$ cat config.mk
export PLATFORM = sky130hd
export DESIGN_NAME = tamper_ctrl
export DESIGN_NICKNAME = d
export VERILOG_FILES = /design/src/rtl/tamper_pkg.sv /design/src/rtl/tamper_refgen.sv /design/src/rtl/tamper_chan.sv /design/src/rtl/tamper_ctrl.sv
export SDC_FILE = /design/constraint.sdc
export NUM_CORES = 1
export LEC_CHECK = 0
export ABC_CLOCK_PERIOD_IN_PS = 2900
export BUFFER_PORTS_ARGS = -buffer_cell sky130_fd_sc_hd__buf_2
export CORE_MARGIN = 3
export CORE_UTILIZATION = 40
export DETAILED_ROUTE_END_ITERATION = 7
export PLACE_DENSITY = 0.72
export SLEW_MARGIN = 40
export SYNTH_ARGS = -nofsm -noshare
export SYNTH_HDL_FRONTEND = slang
export SYNTH_SLANG_ARGS = --single-unit
$ cat constraint.sdc
create_clock -name clk -period 2.9 [get_ports clk]
set_input_delay 0.29 -clock clk [delete_from_list [all_inputs] [get_ports clk]]
set_output_delay 0.29 -clock clk [all_outputs]
set_load 0.01 [all_outputs]
$ cat src/rtl/tamper_pkg.sv
package tamper_pkg;
    typedef enum logic [1:0] {
        ACT_OFF   = 2'd0,
        ACT_WAKE  = 2'd1,
        ACT_STAMP = 2'd2,
        ACT_MESH  = 2'd3
    } act_e;

    typedef enum logic [1:0] {
        DB_LOW,
        DB_RISING,
        DB_HIGH,
        DB_FALLING
    } db_state_e;

    localparam int CTL_W      = 32;
    localparam int POL_BASE   = 16;
    localparam int DEB_BASE   = 24;
endpackage

$ cat src/rtl/tamper_refgen.sv
module tamper_refgen #(
    parameter int NUM_CH   = 8,
    parameter int TICK_DIV = 4
) (
    input  logic              clk,
    input  logic              rst_n,
    output logic              tick,
    output logic [NUM_CH-1:0] ref_bits
);
    localparam int TDW    = (TICK_DIV > 1) ? $clog2(TICK_DIV) : 1;
    localparam int LFSR_W = 8;

    logic [TDW-1:0]    div_q;
    logic [LFSR_W-1:0] lfsr_q;

    assign tick = (div_q == TDW'(TICK_DIV - 1));

    always_ff @(posedge clk or negedge rst_n) begin
        if (!rst_n) begin
            div_q  <= '0;
            lfsr_q <= 8'hA5;
        end else begin
            div_q <= tick ? '0 : div_q + 1'b1;
            if (tick)
                lfsr_q <= {lfsr_q[6:0], lfsr_q[7] ^ lfsr_q[5] ^ lfsr_q[4] ^ lfsr_q[3]};
        end
    end

    for (genvar n = 0; n < NUM_CH; n++) begin : g_ref
        assign ref_bits[n] = lfsr_q[n % LFSR_W];
    end
endmodule

$ cat src/rtl/tamper_chan.sv
module tamper_chan
    import tamper_pkg::*;
#(
    parameter int DEB_CNT = 4
) (
    input  logic clk,
    input  logic rst_n,
    input  logic tick,
    input  logic pin,
    input  act_e act,
    input  logic pol_rise,
    input  logic deb_en,
    input  logic ref_bit,
    output logic ref_out,
    output logic trip
);
    localparam int CNT_W = $clog2(DEB_CNT + 1);

    logic             s1_q, s2_q;
    db_state_e        state_q, state_d;
    logic [CNT_W-1:0] cnt_q, cnt_d;
    logic             deb_level, filt, prev_q;
    logic             rise, fall, edge_trip, mesh_trip;

    // synchronizer, edge history and reference output register
    always_ff @(posedge clk or negedge rst_n) begin
        if (!rst_n) begin
            s1_q    <= 1'b0;
            s2_q    <= 1'b0;
            prev_q  <= 1'b0;
            ref_out <= 1'b0;
        end else begin
            s1_q    <= pin;
            s2_q    <= s1_q;
            prev_q  <= filt;
            ref_out <= (act == ACT_MESH) ? ref_bit : 1'b0;
        end
    end

    // debounce state register
    always_ff @(posedge clk or negedge rst_n) begin
        if (!rst_n) begin
            state_q <= DB_LOW;
            cnt_q   <= '0;
        end else begin
            state_q <= state_d;
            cnt_q   <= cnt_d;
        end
    end

    // debounce next state
    always_comb begin
        state_d = state_q;
        cnt_d   = cnt_q;
        if (tick) begin
            unique case (state_q)
                DB_LOW: if (s2_q) begin
                    if (DEB_CNT <= 1) state_d = DB_HIGH;
                    else begin state_d = DB_RISING; cnt_d = CNT_W'(1); end
                end
                DB_RISING: begin
                    if (!s2_q) state_d = DB_LOW;
                    else if (cnt_q == CNT_W'(DEB_CNT - 1)) state_d = DB_HIGH;
                    else cnt_d = cnt_q + 1'b1;
                end
                DB_HIGH: if (!s2_q) begin
                    if (DEB_CNT <= 1) state_d = DB_LOW;
                    else begin state_d = DB_FALLING; cnt_d = CNT_W'(1); end
                end
                DB_FALLING: begin
                    if (s2_q) state_d = DB_HIGH;
                    else if (cnt_q == CNT_W'(DEB_CNT - 1)) state_d = DB_LOW;
                    else cnt_d = cnt_q + 1'b1;
                end
            endcase
        end
    end

    // outputs
    always_comb begin
        deb_level = (state_q == DB_HIGH) || (state_q == DB_FALLING);
        filt      = deb_en ? deb_level : s2_q;
        rise      = filt & ~prev_q;
        fall      = ~filt & prev_q;
        edge_trip = ((act == ACT_WAKE) || (act == ACT_STAMP)) && (pol_rise ? rise : fall);
        mesh_trip = (act == ACT_MESH) && tick && (s2_q != ref_out);
        trip      = edge_trip | mesh_trip;
    end

    assert_deb_on_tick_R5: assert property (@(posedge clk) disable iff (!rst_n)
        !tick |=> $stable(deb_level));
    assert_ref_idle_R8: assert property (@(posedge clk) disable iff (!rst_n)
        (act != ACT_MESH) |=> (ref_out == 1'b0));
endmodule

$ cat src/rtl/tamper_ctrl.sv
module tamper_ctrl
    import tamper_pkg::*;
#(
    parameter int NUM_CH   = 8,
    parameter int DEB_CNT  = 4,
    parameter int TICK_DIV = 4,
    parameter int TS_W     = 32
) (
    input  logic              clk,
    input  logic              rst_n,
    input  logic              arm,
    input  logic              ctl_we,
    input  logic [CTL_W-1:0]  ctl_wdata,
    output logic [CTL_W-1:0]  ctl_q,
    input  logic              flag_clr_we,
    input  logic [NUM_CH-1:0] flag_clr,
    input  logic [TS_W-1:0]   ts_time,
    input  logic [NUM_CH-1:0] tamp_in,
    output logic [NUM_CH-1:0] tamp_out,
    output logic [NUM_CH-1:0] flags,
    output logic              wake,
    output logic [TS_W-1:0]   ts_value,
    output logic [NUM_CH-1:0] ts_mask
);
    logic              tick;
    logic [NUM_CH-1:0] ref_bits, raw_trip, trip, stamp_cls, live;
    logic [NUM_CH-1:0] clr_eff;

    always_ff @(posedge clk or negedge rst_n) begin
        if (!rst_n) ctl_q <= '0;
        else if (ctl_we && !arm) ctl_q <= ctl_wdata;
    end

    tamper_refgen #(.NUM_CH(NUM_CH), .TICK_DIV(TICK_DIV)) u_ref (
        .clk(clk), .rst_n(rst_n), .tick(tick), .ref_bits(ref_bits)
    );

    for (genvar n = 0; n < NUM_CH; n++) begin : g_ch
        act_e act_n;
        assign act_n        = act_e'(ctl_q[2*n +: 2]);
        assign stamp_cls[n] = (act_n == ACT_STAMP) || (act_n == ACT_MESH);
        assign live[n]      = (act_n != ACT_OFF);

        tamper_chan #(.DEB_CNT(DEB_CNT)) u_ch (
            .clk(clk), .rst_n(rst_n), .tick(tick), .pin(tamp_in[n]),
            .act(act_n), .pol_rise(ctl_q[POL_BASE + n]), .deb_en(ctl_q[DEB_BASE + n]),
            .ref_bit(ref_bits[n]), .ref_out(tamp_out[n]), .trip(raw_trip[n])
        );
    end

    assign trip    = arm ? raw_trip : '0;
    assign clr_eff = flag_clr_we ? flag_clr : '0;

    always_ff @(posedge clk or negedge rst_n) begin
        if (!rst_n) begin
            flags    <= '0;
            ts_value <= '0;
            ts_mask  <= '0;
        end else begin
            flags <= (flags & ~clr_eff) | trip;
            if (|(trip & stamp_cls)) begin
                ts_value <= ts_time;
                ts_mask  <= trip;
            end
        end
    end

    assign wake = |(flags & live);

    assert_ctl_locked_R2: assert property (@(posedge clk) disable iff (!rst_n)
        arm |=> $stable(ctl_q));
    assert_no_trip_disarmed_R11: assert property (@(posedge clk) disable iff (!rst_n)
        !arm |=> ((flags & ~$past(flags)) == '0));
    assert_flag_sticky_R9: assert property (@(posedge clk) disable iff (!rst_n)
        1'b1 |=> ((flags & $past(flags & ~(flag_clr_we ? flag_clr : '0)))
                  == $past(flags & ~(flag_clr_we ? flag_clr : '0))));
endmodule

==> Flow_metrics.wiki, run 1 <==
{| class="wikitable"
! Metric !! Value
|-
| Clock buffers created by TritonCTS || 17
|-
| Final number of setup-violating endpoints || 0
|-
| Share of synthesized registers carrying an async set or reset || 1.00
|-
| Antenna diodes || 0
|-
| Fmax || 376 MHz
|-
| Worst setup path end || ts_value[27]
|-
| Starting density of the core || 0.415
|-
| Syn Inst Count || 593
|-
| Total core area || 17500 um2
|-
| Clock-pin slew reported for the worst setup and hold paths after clock tree synthesis || 60 ps
|-
| R2R depth || 9
|-
| Startpoint Class || flip-flop
|-
| Result of the run || completed
|-
| Critical path data required time || 3200 ps
|-
| Highest ir drop seen on vdd || 0.515 mV
|-
| Metal2 WL || 7.75 mm
|-
| Cell leakage power || 4.47 nW
|-
| Mean cell area of the mapped netlist || 12.3 um2
|-
| Leftover overflow at the end of global routing || 0
|-
| Row count || 48
|-
| Start-to-end type of the worst setup path || reg -> reg
|-
| Routed wire length || 16.3 mm
|-
| Launch instance of the worst register-to-register path || ctl_q[12]
|-
| Initial antenna violation count || 0
|-
| Post-layout net count || 885
|-
| Flip-flop and latch count after synthesis || 162
|-
| Iteration-0 DRC count of the detailed router || 185
|-
| Total count of hold-check failures in the final report || 0
|-
| Count of vias placed by the detailed router || 4906
|-
| R2r endpoint || ts_value[27]
|-
| Crit. End Element || flip-flop
|-
| Hold Crit Class || in -> reg
|-
| Setup fix buffers added after clock tree synthesis || 0
|-
| Syn nets || 719
|-
| Netlist Area Pre-Place || 7280 um2
|-
| Clk sinks || 162
|-
| Max Cap Violations || 0
|-
| Post-layout util || 0.509
|-
| GRT Overall Usage || 0.168
|-
| Horizontal die dimension || 141 um
|-
| Routed length on met3 || 1.18 mm
|-
| DRC viols || 0
|-
| Final antenna-violating net count || 0
|-
| Library cell with the largest summed area after synthesis || sky130_fd_sc_hd__dfrtp_1
|-
| Seq/Total Area, Yosys || 0.558
|-
| Number of primary I/O pins || 174
|-
| Slew @ Worst Pin || 663 ps
|-
| Mean routed wirelength per cell || 16.4 um
|-
| Worst-skew pair later-pin latency || 420 ps
|-
| Most frequent cells after synthesis || sky130_fd_sc_hd__dfrtp_1, sky130_fd_sc_hd__mux2_2, sky130_fd_sc_hd__nand2_1
|-
| Total power per unit cell area || 883 nW/um2
|-
| Die Area || 19900 um2
|-
| Largest net degree at the start of global routing || 73
|-
| Data arrival time of the critical path || 2960 ps
|-
| Pins Over Slew Limit || 0
|-
| Total negative slack for setup checks || 0 ps
|-
| Detailed-routing iteration count for the pre-antenna-repair pass || 4
|-
| CTS Root Cell || sky130_fd_sc_hd__clkbuf_16
|-
| Primary FF master, synth || sky130_fd_sc_hd__dfrtp_1
|-
| Area fraction of the dominant cell type after synthesis || 0.543
|-
| Unique cell type count in the Yosys netlist || 36
|-
| Uppermost signal routing layer after detailed routing || met4
|-
| DPL Wire Length || 12.1 mm
|-
| DRT met1 WL || 7.11 mm
|-
| Clock Skew || 9.08 ps
|-
| Shortest period the worst path allows || 2660 ps
|-
| Detailed-route vias per instance || 4.94
|-
| Clock tree from TritonCTS || done
|-
| EDFF count, synth || 0
|-
| Number of global-route vias before repair || 5083
|-
| Max Buffers Root-to-Sink || 2
|-
| Slew margin rel. || 0.558
|-
| Filler cell count in the final layout || 1546
|-
| Fraction of the cycle the final worst path needs || 0.916
|-
| Timing startpoint of the critical path || ctl_q[12]
|-
| Count of buffers from port buffering || 173
|-
| P&R area growth vs syn || 22.6%
|-
| Routability cong. || 0.775
|-
| Share of cells above drive strength 1 || 0.384
|-
| Yosys warns || 0
|-
| Largest fanout on the critical path || 40
|-
| Worst reg-to-reg setup slack || 240 ps
|-
| Most instantiated library cell after synthesis || sky130_fd_sc_hd__dfrtp_1
|-
| Die extent in y || 141 um
|-
| Area contributors post-synth || sky130_fd_sc_hd__dfrtp_1, sky130_fd_sc_hd__mux2_2, sky130_fd_sc_hd__ha_1
|-
| H-Tree Level Count || 4
|-
| RSZ-0062 raised after global routing || no
|-
| First-pass GRT wire length || 26.2 mm
|}
state kept, by name, summed over array words and instances, names as in the netlist, named ones only:
name / count
ctl_q: 32
ts_value: 32
g_ch.u_ch.cnt_q: 24
flags: 8
g_ch.u_ch.prev_q: 8
g_ch.u_ch.ref_out: 8
g_ch.u_ch.s1_q: 8
g_ch.u_ch.s2_q: 8
g_ch.u_ch.state_q: 8
ts_mask: 8
u_ref.ref_bits: 8
u_ref.div_q: 2
where the power goes:
part	leakage [nW]	switching (mW)	internal [mW]
registers	1.99	0.459	2.93
clock network	0.298	0.847	1.49
logic	2.18	1.06	1.10
total	4.47	2.36	5.52
through the flow:
step,total power [mW],hold slack [ps],cell area [um2],instances,setup WS (ps)
finish,7.88,74.1,8930,993,242
floorplan,4.77,-5.59,7280,593,451
global placement,5.49,334,8230,956,313
CTS,7.97,55.6,8930,993,257
global route,8.36,78.2,8930,993,97.2
detailed placement,5.58,336,8230,956,282
critical path, stage by stage, from the launching register on:
cell	delay (ps)
sky130_fd_sc_hd__dfrtp_1	390
sky130_fd_sc_hd__inv_1	90
sky130_fd_sc_hd__ha_1	310
sky130_fd_sc_hd__nand4b_1	100
sky130_fd_sc_hd__mux2i_1	120
sky130_fd_sc_hd__a222oi_1	470
sky130_fd_sc_hd__nand4_1	220
sky130_fd_sc_hd__nor3_4	190
sky130_fd_sc_hd__buf_12	250
sky130_fd_sc_hd__mux2_2	370
layout make-up:
type | count | area, um2 | area share
Sequential cell | 162 | 4060 | 0.455
Multi-Input combinational cell | 350 | 2800 | 0.314
Clock inverter | 6 | 130 | 0.0146
Tap cell | 225 | 282 | 0.0315
Inverter | 41 | 154 | 0.0172
Timing Repair Buffer | 187 | 1020 | 0.115
Clock buffer | 22 | 474 | 0.0531
routing by layer:
| layer | up-vias | global-route usage |
|---|---|---|
| met3 | 20 | 0.0536 |
| li1 | 2331 | - |
| met1 | 2408 | 0.217 |
| met4 | 0 | 0.0561 |
| met5 | - | 0 |
| met2 | 147 | 0.269 |
worst min path at each step:
stage / from / endpoint / slack, ps / cells after the start
2_1_floorplan: rst_n / asynchronous set/reset pin / -6 / 0
3_3_place_gp: g_ch[2].u_ch.s1_q / g_ch[2].u_ch.s2_q / 330 / 0
3_5_place_dp: g_ch[4].u_ch.s1_q / g_ch[4].u_ch.s2_q / 340 / 0
4_1_cts: ctl_wdata[6] / ctl_q[6] / 60 / 3
5_1_grt: ctl_wdata[7] / ctl_q[7] / 80 / 3
6_report: ctl_wdata[6] / ctl_q[6] / 70 / 3
placed cells by master (no fill, tap or decap), types with 3 or more instances in the layout:
| cell type | synthesis | layout |
|---|---|---|
| sky130_fd_sc_hd__buf_2 | 1 | 172 |
| sky130_fd_sc_hd__dfrtp_1 | 158 | 158 |
| sky130_fd_sc_hd__mux2_2 | 83 | 83 |
| sky130_fd_sc_hd__nand2_1 | 63 | 63 |
| sky130_fd_sc_hd__inv_1 | 41 | 41 |
| sky130_fd_sc_hd__ha_1 | 41 | 41 |
| sky130_fd_sc_hd__o21ai_0 | 38 | 38 |
| sky130_fd_sc_hd__nand3_1 | 17 | 17 |
| sky130_fd_sc_hd__clkbuf_16 | 0 | 17 |
| sky130_fd_sc_hd__a21o_1 | 15 | 15 |
| sky130_fd_sc_hd__nand4b_1 | 14 | 14 |
| sky130_fd_sc_hd__xnor2_1 | 11 | 11 |
| sky130_fd_sc_hd__nor2_1 | 11 | 11 |
| sky130_fd_sc_hd__and2_1 | 9 | 9 |
| sky130_fd_sc_hd__dlygate4sd3_1 | 0 | 9 |
| sky130_fd_sc_hd__mux2i_1 | 8 | 8 |
| sky130_fd_sc_hd__xor2_1 | 8 | 8 |
| sky130_fd_sc_hd__o31ai_1 | 8 | 8 |
| sky130_fd_sc_hd__o22ai_1 | 4 | 4 |
| sky130_fd_sc_hd__bufinv_16 | 0 | 4 |
| sky130_fd_sc_hd__dfstp_2 | 4 | 4 |
| sky130_fd_sc_hd__o21a_1 | 3 | 3 |
| sky130_fd_sc_hd__clkbuf_8 | 0 | 3 |
| sky130_fd_sc_hd__buf_4 | 24 | 3 |
logic make-up (layout without fill, tap and decap cells):
| logic type | Yosys count | count (layout) | share of synthesized area |
|---|---|---|---|
| simple gates | 121 | 121 | 0.0820 |
| compound gates | 75 | 75 | 0.0641 |
| flops | 162 | 162 | 0.558 |
| fa+ha+maj | 41 | 41 | 0.0705 |
| mux | 94 | 94 | 0.145 |
| xor+xnor | 19 | 19 | 0.0229 |
| buf+inv | 81 | 256 | 0.0584 |
timing repair:
| action | in CTS | in global routing |
|---|---|---|
| hold buffers | 9 | 0 |
| hold endpoints to repair | 74 | 0 |
| resized for setup | 0 | 0 |
Note: power is estimated with default switching activity, not from simulation.
==> run 2: changes to the inputs <==
CORE_UTILIZATION = 54   (was 40)
PLACE_DENSITY = 0.9   (was 0.72)
==> Flow_metrics.wiki, run 2 (synthesis gave the netlist of run 1 again) <==
{| class="wikitable"
! Metric !! Value
|-
| Filler cell count in the final layout || 878
|-
| WHS || 64.8 ps
|-
| Detailed-route vias per instance || 5.26
|-
| Horizontal die dimension || 122 um
|-
| Die extent in y || 122 um
|-
| Antenna diodes || 0
|-
| R2R depth || 7
|-
| Max Buffers Root-to-Sink || 2
|-
| H-Tree Level Count || 4
|-
| Starting density of the core || 0.565
|-
| Worst reg-to-reg setup slack || 280 ps
|-
| Endpoint with the worst hold slack || ctl_q[13]
|-
| Mean routed wirelength per cell || 17.3 um
|-
| Cell leakage power || 4.47 nW
|-
| R2r endpoint || ts_value[16]
|-
| Crit. End Element || flip-flop
|-
| Clk sinks || 162
|-
| Start-to-end type of the worst setup path || reg -> reg
|-
| Detailed-routing iteration count for the pre-antenna-repair pass || 4
|-
| DRC viols || 0
|-
| Delay contributed by the slowest stage of the critical path || 430 ps
|-
| Result of the run || completed
|-
| Total core area || 12900 um2
|-
| Number of global-route vias before repair || 5159
|-
| Die Area || 14900 um2
|-
| Initial antenna violation count || 0
|-
| Data arrival time of the critical path || 2930 ps
|-
| DPL Wire Length || 12.1 mm
|-
| Pins Over Slew Limit || 0
|-
| Slew margin rel. || 0.452
|-
| Shortest period the worst path allows || 2620 ps
|-
| Final antenna-violating net count || 0
|-
| Startpoint Class || flip-flop
|-
| Routed wire length || 16.3 mm
|-
| CTS Root Cell || sky130_fd_sc_hd__clkbuf_16
|-
| Slew @ Worst Pin || 820 ps
|-
| Hold-critical path depth || 3
|-
| Top library cells by usage in the layout, fill and taps aside || sky130_fd_sc_hd__buf_2, sky130_fd_sc_hd__dfrtp_1, sky130_fd_sc_hd__mux2_2
|-
| Row count || 41
|-
| Highest ir drop seen on vdd || 0.696 mV
|-
| Launch instance of the worst register-to-register path || g_ch[7].u_ch.s2_q
|-
| Largest net degree at the start of global routing || 72
|-
| Largest fanout on the critical path || 40
|-
| Sequential cell area || 4060 um2
|-
| Number of primary I/O pins || 174
|-
| Iteration-0 DRC count of the detailed router || 242
|-
| Total power per unit cell area || 887 nW/um2
|-
| Leading registers by flop count || ctl_q x32, ts_value x32, g_ch.u_ch.cnt_q x24
|-
| Count of buffers from port buffering || 173
|-
| Slowest CP cell || sky130_fd_sc_hd__dfrtp_1
|-
| Clock-pin slew reported for the worst setup and hold paths after clock tree synthesis || 60 ps
|-
| P&R area growth vs syn || 21.8%
|-
| Leftover overflow at the end of global routing || 0
|-
| Worst hold start || ctl_wdata[13]
|-
| Most common cell after layout, fill and taps aside || sky130_fd_sc_hd__buf_2
|-
| Clock buffers created by TritonCTS || 17
|-
| Critical path data required time || 3210 ps
|-
| Total count of hold-check failures in the final report || 0
|-
| Total negative slack for setup checks || 0 ps
|-
| Routability cong. || 0.803
|-
| Final number of setup-violating endpoints || 0
|-
| Crit path cell chain || mux2_4 > mux2i_1 > a32o_1 > a2111o_1 > nor3_4 > buf_12 > mux2_2
|-
| RSZ-0062 raised after global routing || no
|-
| Share of cells above drive strength 1 || 0.382
|-
| Max Cap Violations || 0
|-
| Fmax || 382 MHz
|-
| Area occupied by multi-input gates || 2800 um2
|-
| Post-layout net count || 886
|-
| GRT Overall Usage || 0.225
|-
| Count of vias placed by the detailed router || 4974
|-
| First-pass GRT wire length || 25.6 mm
|-
| Clock tree from TritonCTS || done
|-
| Clock Skew || 7.08 ps
|-
| Fraction of the cycle the final worst path needs || 0.903
|-
| Hold Crit Class || in -> reg
|-
| Worst-skew pair later-pin latency || 430 ps
|}
## run 2: changes by cell type in the layout (fill, tap and decap cells not counted)
| cell | change |
|---|---|
| sky130_fd_sc_hd__clkbuf_1 | +5 |
| sky130_fd_sc_hd__buf_4 | +1 |
| sky130_fd_sc_hd__clkbuf_8 | -2 |
| sky130_fd_sc_hd__clkinv_2 | +1 |
## run 2: stage by stage
step | power (mW) | area (um2) | worst slack, ps | instances | util
after CTS | 7.93 | 8860 | 297 | 945 | 0.688
after detailed placement | 5.61 | 8170 | 321 | 904 | 0.635
after global routing | 8.32 | 8860 | 188 | 945 | 0.688
after floorplan | 4.77 | 7280 | 451 | 593 | -
final | 7.87 | 8860 | 280 | 945 | 0.688
after global placement | 5.44 | 8170 | 402 | 904 | 0.635
## run 2: final cells by class
class,instances,share of cell area
clock buffer,25,0.0525
clock inverter,7,0.0152
inverter,41,0.0174
multi-input combinational,350,0.316
sequential,162,0.458
tap,172,0.0243
timing repair buffer,188,0.116
## run 2: worst max-delay path by stage
stage / startpoint / end / slack, ps / depth (start not counted)
2_1_floorplan: ctl_q[2] / ts_mask[0] / 450 / 9
3_3_place_gp: ctl_q[12] / ts_value[29] / 400 / 9
3_5_place_dp: ctl_q[7] / ts_value[19] / 320 / 9
4_1_cts: ctl_q[6] / ts_value[16] / 300 / 9
5_1_grt: ctl_q[6] / ts_value[19] / 190 / 9
6_report: g_ch[7].u_ch.s2_q / ts_value[16] / 280 / 7
## run 2: where the power goes
group / leakage [nW] / internal, mW / switching, mW / total, mW
Sequential: 1.99 / 2.93 / 0.486 / 3.42
Combinational: 2.19 / 1.10 / 1.07 / 2.16
Clock: 0.293 / 1.46 / 0.824 / 2.28
## run 2: critical path, delay by kind of cell (launching register included)
| kind | cells | cell delay, ps |
|---|---|---|
| and+or+nand+nor | 1 | 210 |
| DFF | 1 | 430 |
| muxes | 3 | 860 |
| AOI/OAI and AO/OA | 2 | 730 |
| buffers and inverters | 1 | 250 |
## run 2: repair_timing
action,CTS,global route
endpoints found under the hold margin,74,0
resized for setup,0,0
hold buffers,9,0
setup buffers,0,0
endpoints found under the setup margin,0,0
## run 2: routing by layer
metal  vias up  GRT usage  routed length [um]
met1      2438      0.259                6400
met4         0     0.0861                 385
met2       168      0.392                8380
li1       2336          -                   -
met5         -          0                   0
met3        32     0.0724                1180
==> run 3: changes to the inputs <==
SETUP_SLACK_MARGIN = 0.5   (was default)
==> Flow_metrics.wiki, run 3 (synthesis gave the netlist of run 1 again) <==
{| class="wikitable"
! Metric !! Value
|-
| First-pass GRT wire length || 28.6 mm
|-
| Total negative slack for setup checks || 0 ps
|-
| Shortest period the worst path allows || 2740 ps
|-
| Die Area || 14900 um2
|-
| Top library cells by usage in the layout, fill and taps aside || sky130_fd_sc_hd__buf_2, sky130_fd_sc_hd__dfrtp_1, sky130_fd_sc_hd__nand2_1
|-
| Detailed-route vias per instance || 5.63
|-
| Worst-skew pair later-pin latency || 440 ps
|-
| Result of the run || completed
|-
| Final number of setup-violating endpoints || 0
|-
| Total count of hold-check failures in the final report || 0
|-
| Clock-pin slew reported for the worst setup and hold paths after clock tree synthesis || 70 ps
|-
| Data arrival time of the critical path || 3060 ps
|-
| Start-to-end type of the worst setup path || reg -> reg
|-
| CTS Root Cell || sky130_fd_sc_hd__clkbuf_16
|-
| Cell leakage power || 4.85 nW
|-
| Highest ir drop seen on vdd || 0.787 mV
|-
| Row count || 41
|-
| Startpoint Class || flip-flop
|-
| Leftover overflow at the end of global routing || 0
|-
| Count of vias placed by the detailed router || 5537
|-
| Timing startpoint of the critical path || ctl_q[13]
|-
| Hold-critical path depth || 3
|-
| GRT Overall Usage || 0.254
|-
| P&R area growth vs syn || 30.6%
|-
| Sequential cell area || 4060 um2
|-
| Layout Cells excl Fill || 983
|-
| Endpoint with the worst hold slack || ctl_q[8]
|-
| Max Cap Violations || 0
|-
| H-Tree Level Count || 4
|-
| Hold Crit Class || in -> reg
|-
| Clk sinks || 162
|-
| Critical path data required time || 3220 ps
|-
| Leading registers by flop count || ctl_q x32, ts_value x32, g_ch.u_ch.cnt_q x24
|-
| Die extent in y || 122 um
|-
| Worst slack at placement || 274 ps
|-
| Clock buffers created by TritonCTS || 17
|-
| Number of primary I/O pins || 174
|-
| Mean routed wirelength per cell || 21.2 um
|-
| Largest fanout on the critical path || 5
|-
| Worst hold start || ctl_wdata[8]
|-
| Number of global-route vias before repair || 5606
|-
| Post-layout net count || 924
|-
| Largest net degree at the start of global routing || 80
|-
| Fraction of the cycle the final worst path needs || 0.945
|-
| Routed wire length || 20.8 mm
|-
| Worst reg-to-reg setup slack || 160 ps
|-
| Clock Skew || 15.2 ps
|-
| Final setup slack of the worst path || 160 ps
|-
| Detailed-routing iteration count for the pre-antenna-repair pass || 7
|-
| Share of cells above drive strength 1 || 0.436
|-
| Total core area || 12900 um2
|-
| RSZ-0062 raised after global routing || yes
|-
| Total power per unit cell area || 928 nW/um2
|-
| Slew @ Worst Pin || 776 ps
|-
| Fmax || 365 MHz
|-
| Horizontal die dimension || 122 um
|-
| Antenna diodes || 0
|-
| DPL Wire Length || 11.9 mm
|-
| Filler cell count in the final layout || 750
|-
| DRC viols || 0
|-
| Launch instance of the worst register-to-register path || ctl_q[13]
|-
| R2R depth || 10
|-
| Area occupied by multi-input gates || 2950 um2
|-
| Final antenna-violating net count || 0
|-
| Most common cell after layout, fill and taps aside || sky130_fd_sc_hd__buf_2
|-
| Initial antenna violation count || 0
|-
| Clock tree from TritonCTS || done
|-
| Starting density of the core || 0.565
|-
| R2r endpoint || ts_mask[6]
|-
| Crit. End Element || flip-flop
|-
| Pins Over Slew Limit || 0
|-
| Iteration-0 DRC count of the detailed router || 432
|-
| Slew margin rel. || 0.481
|-
| Routability cong. || 0.835
|-
| Count of buffers from port buffering || 173
|-
| Total placed cells including tap cells || 904
|-
| Max Buffers Root-to-Sink || 2
|}
run 3: cell count changes in the layout (fill, tap and decap cells not counted), sizes merged:
cell,before,now
clkinv,3,0
buf,179,214
inv,41,45
bufinv,4,6
clkinvlp,0,5
clkbuf,25,20
run 3: through the flow:
| stage | cell area (um2) | power, mW | hold WS [ps] | utilization |
|---|---|---|---|---|
| after detailed placement | 8170 | 5.60 | 249 | 0.635 |
| final | 9510 | 8.83 | 59.5 | 0.739 |
| after global placement | 8170 | 5.45 | 247 | 0.635 |
| after CTS | 9270 | 8.41 | 50.1 | 0.720 |
| after global routing | 9510 | 9.23 | 67.4 | 0.739 |
| after floorplan | 7280 | 4.77 | -5.59 | - |
run 3: power breakdown:
| part | internal (mW) | switching, mW | leakage [nW] |
|---|---|---|---|
| logic | 1.47 | 1.31 | 2.55 |
| registers | 2.93 | 0.519 | 1.99 |
| clock network | 1.62 | 0.975 | 0.313 |
run 3: area by class of cell:
class | instances | share of cell area
clock inverter | 15 | 0.0266
multi-input combinational | 350 | 0.310
tap | 172 | 0.0226
sequential | 162 | 0.427
clock buffer | 17 | 0.0447
inverter | 41 | 0.0162
timing repair buffer | 226 | 0.153
run 3: worst max path at each step:
| stage | slack (ps) | end | cells after the start |
|---|---|---|---|
| floorplan | 500 | ts_mask[0] | 9 |
| global placement | 330 | ts_value[30] | 9 |
| detailed placement | 270 | ts_value[31] | 9 |
| CTS | 370 | ts_value[7] | 8 |
| global route | 40 | ts_value[17] | 10 |
| finish | 160 | ts_mask[6] | 10 |
run 3: layer usage:
| layer | wire length, um | track usage | up-vias | share of wire |
|---|---|---|---|---|
| li1 | - | - | 2410 | - |
| met1 | 7670 | 0.288 | 2778 | 0.37 |
| met2 | 10700 | 0.434 | 279 | 0.51 |
| met3 | 1670 | 0.0984 | 70 | 0.080 |
| met4 | 771 | 0.0952 | 0 | 0.037 |
| met5 | 0 | 0 | - | 0 |
run 3: repair_timing:
action,4_1_cts,5_1_grt
endpoints found under the hold margin,53,0
resized for setup,22,30
buffers inserted,27,5
pin swaps,7,4
hold buffers,9,0
gates cloned,2,4
setup endpoints to repair,40,41
run 3: worst max-delay path, stage by stage (launching register included):
cell and delay, ps:
sky130_fd_sc_hd__dfrtp_1 410, sky130_fd_sc_hd__inv_2 100, sky130_fd_sc_hd__ha_4 200, sky130_fd_sc_hd__nand4b_1 130
sky130_fd_sc_hd__mux2i_2 110, sky130_fd_sc_hd__a222oi_1 500, sky130_fd_sc_hd__nand4_1 220, sky130_fd_sc_hd__nor3_4 250
sky130_fd_sc_hd__buf_6 200, sky130_fd_sc_hd__clkbuf_16 170, sky130_fd_sc_hd__mux2_1 320
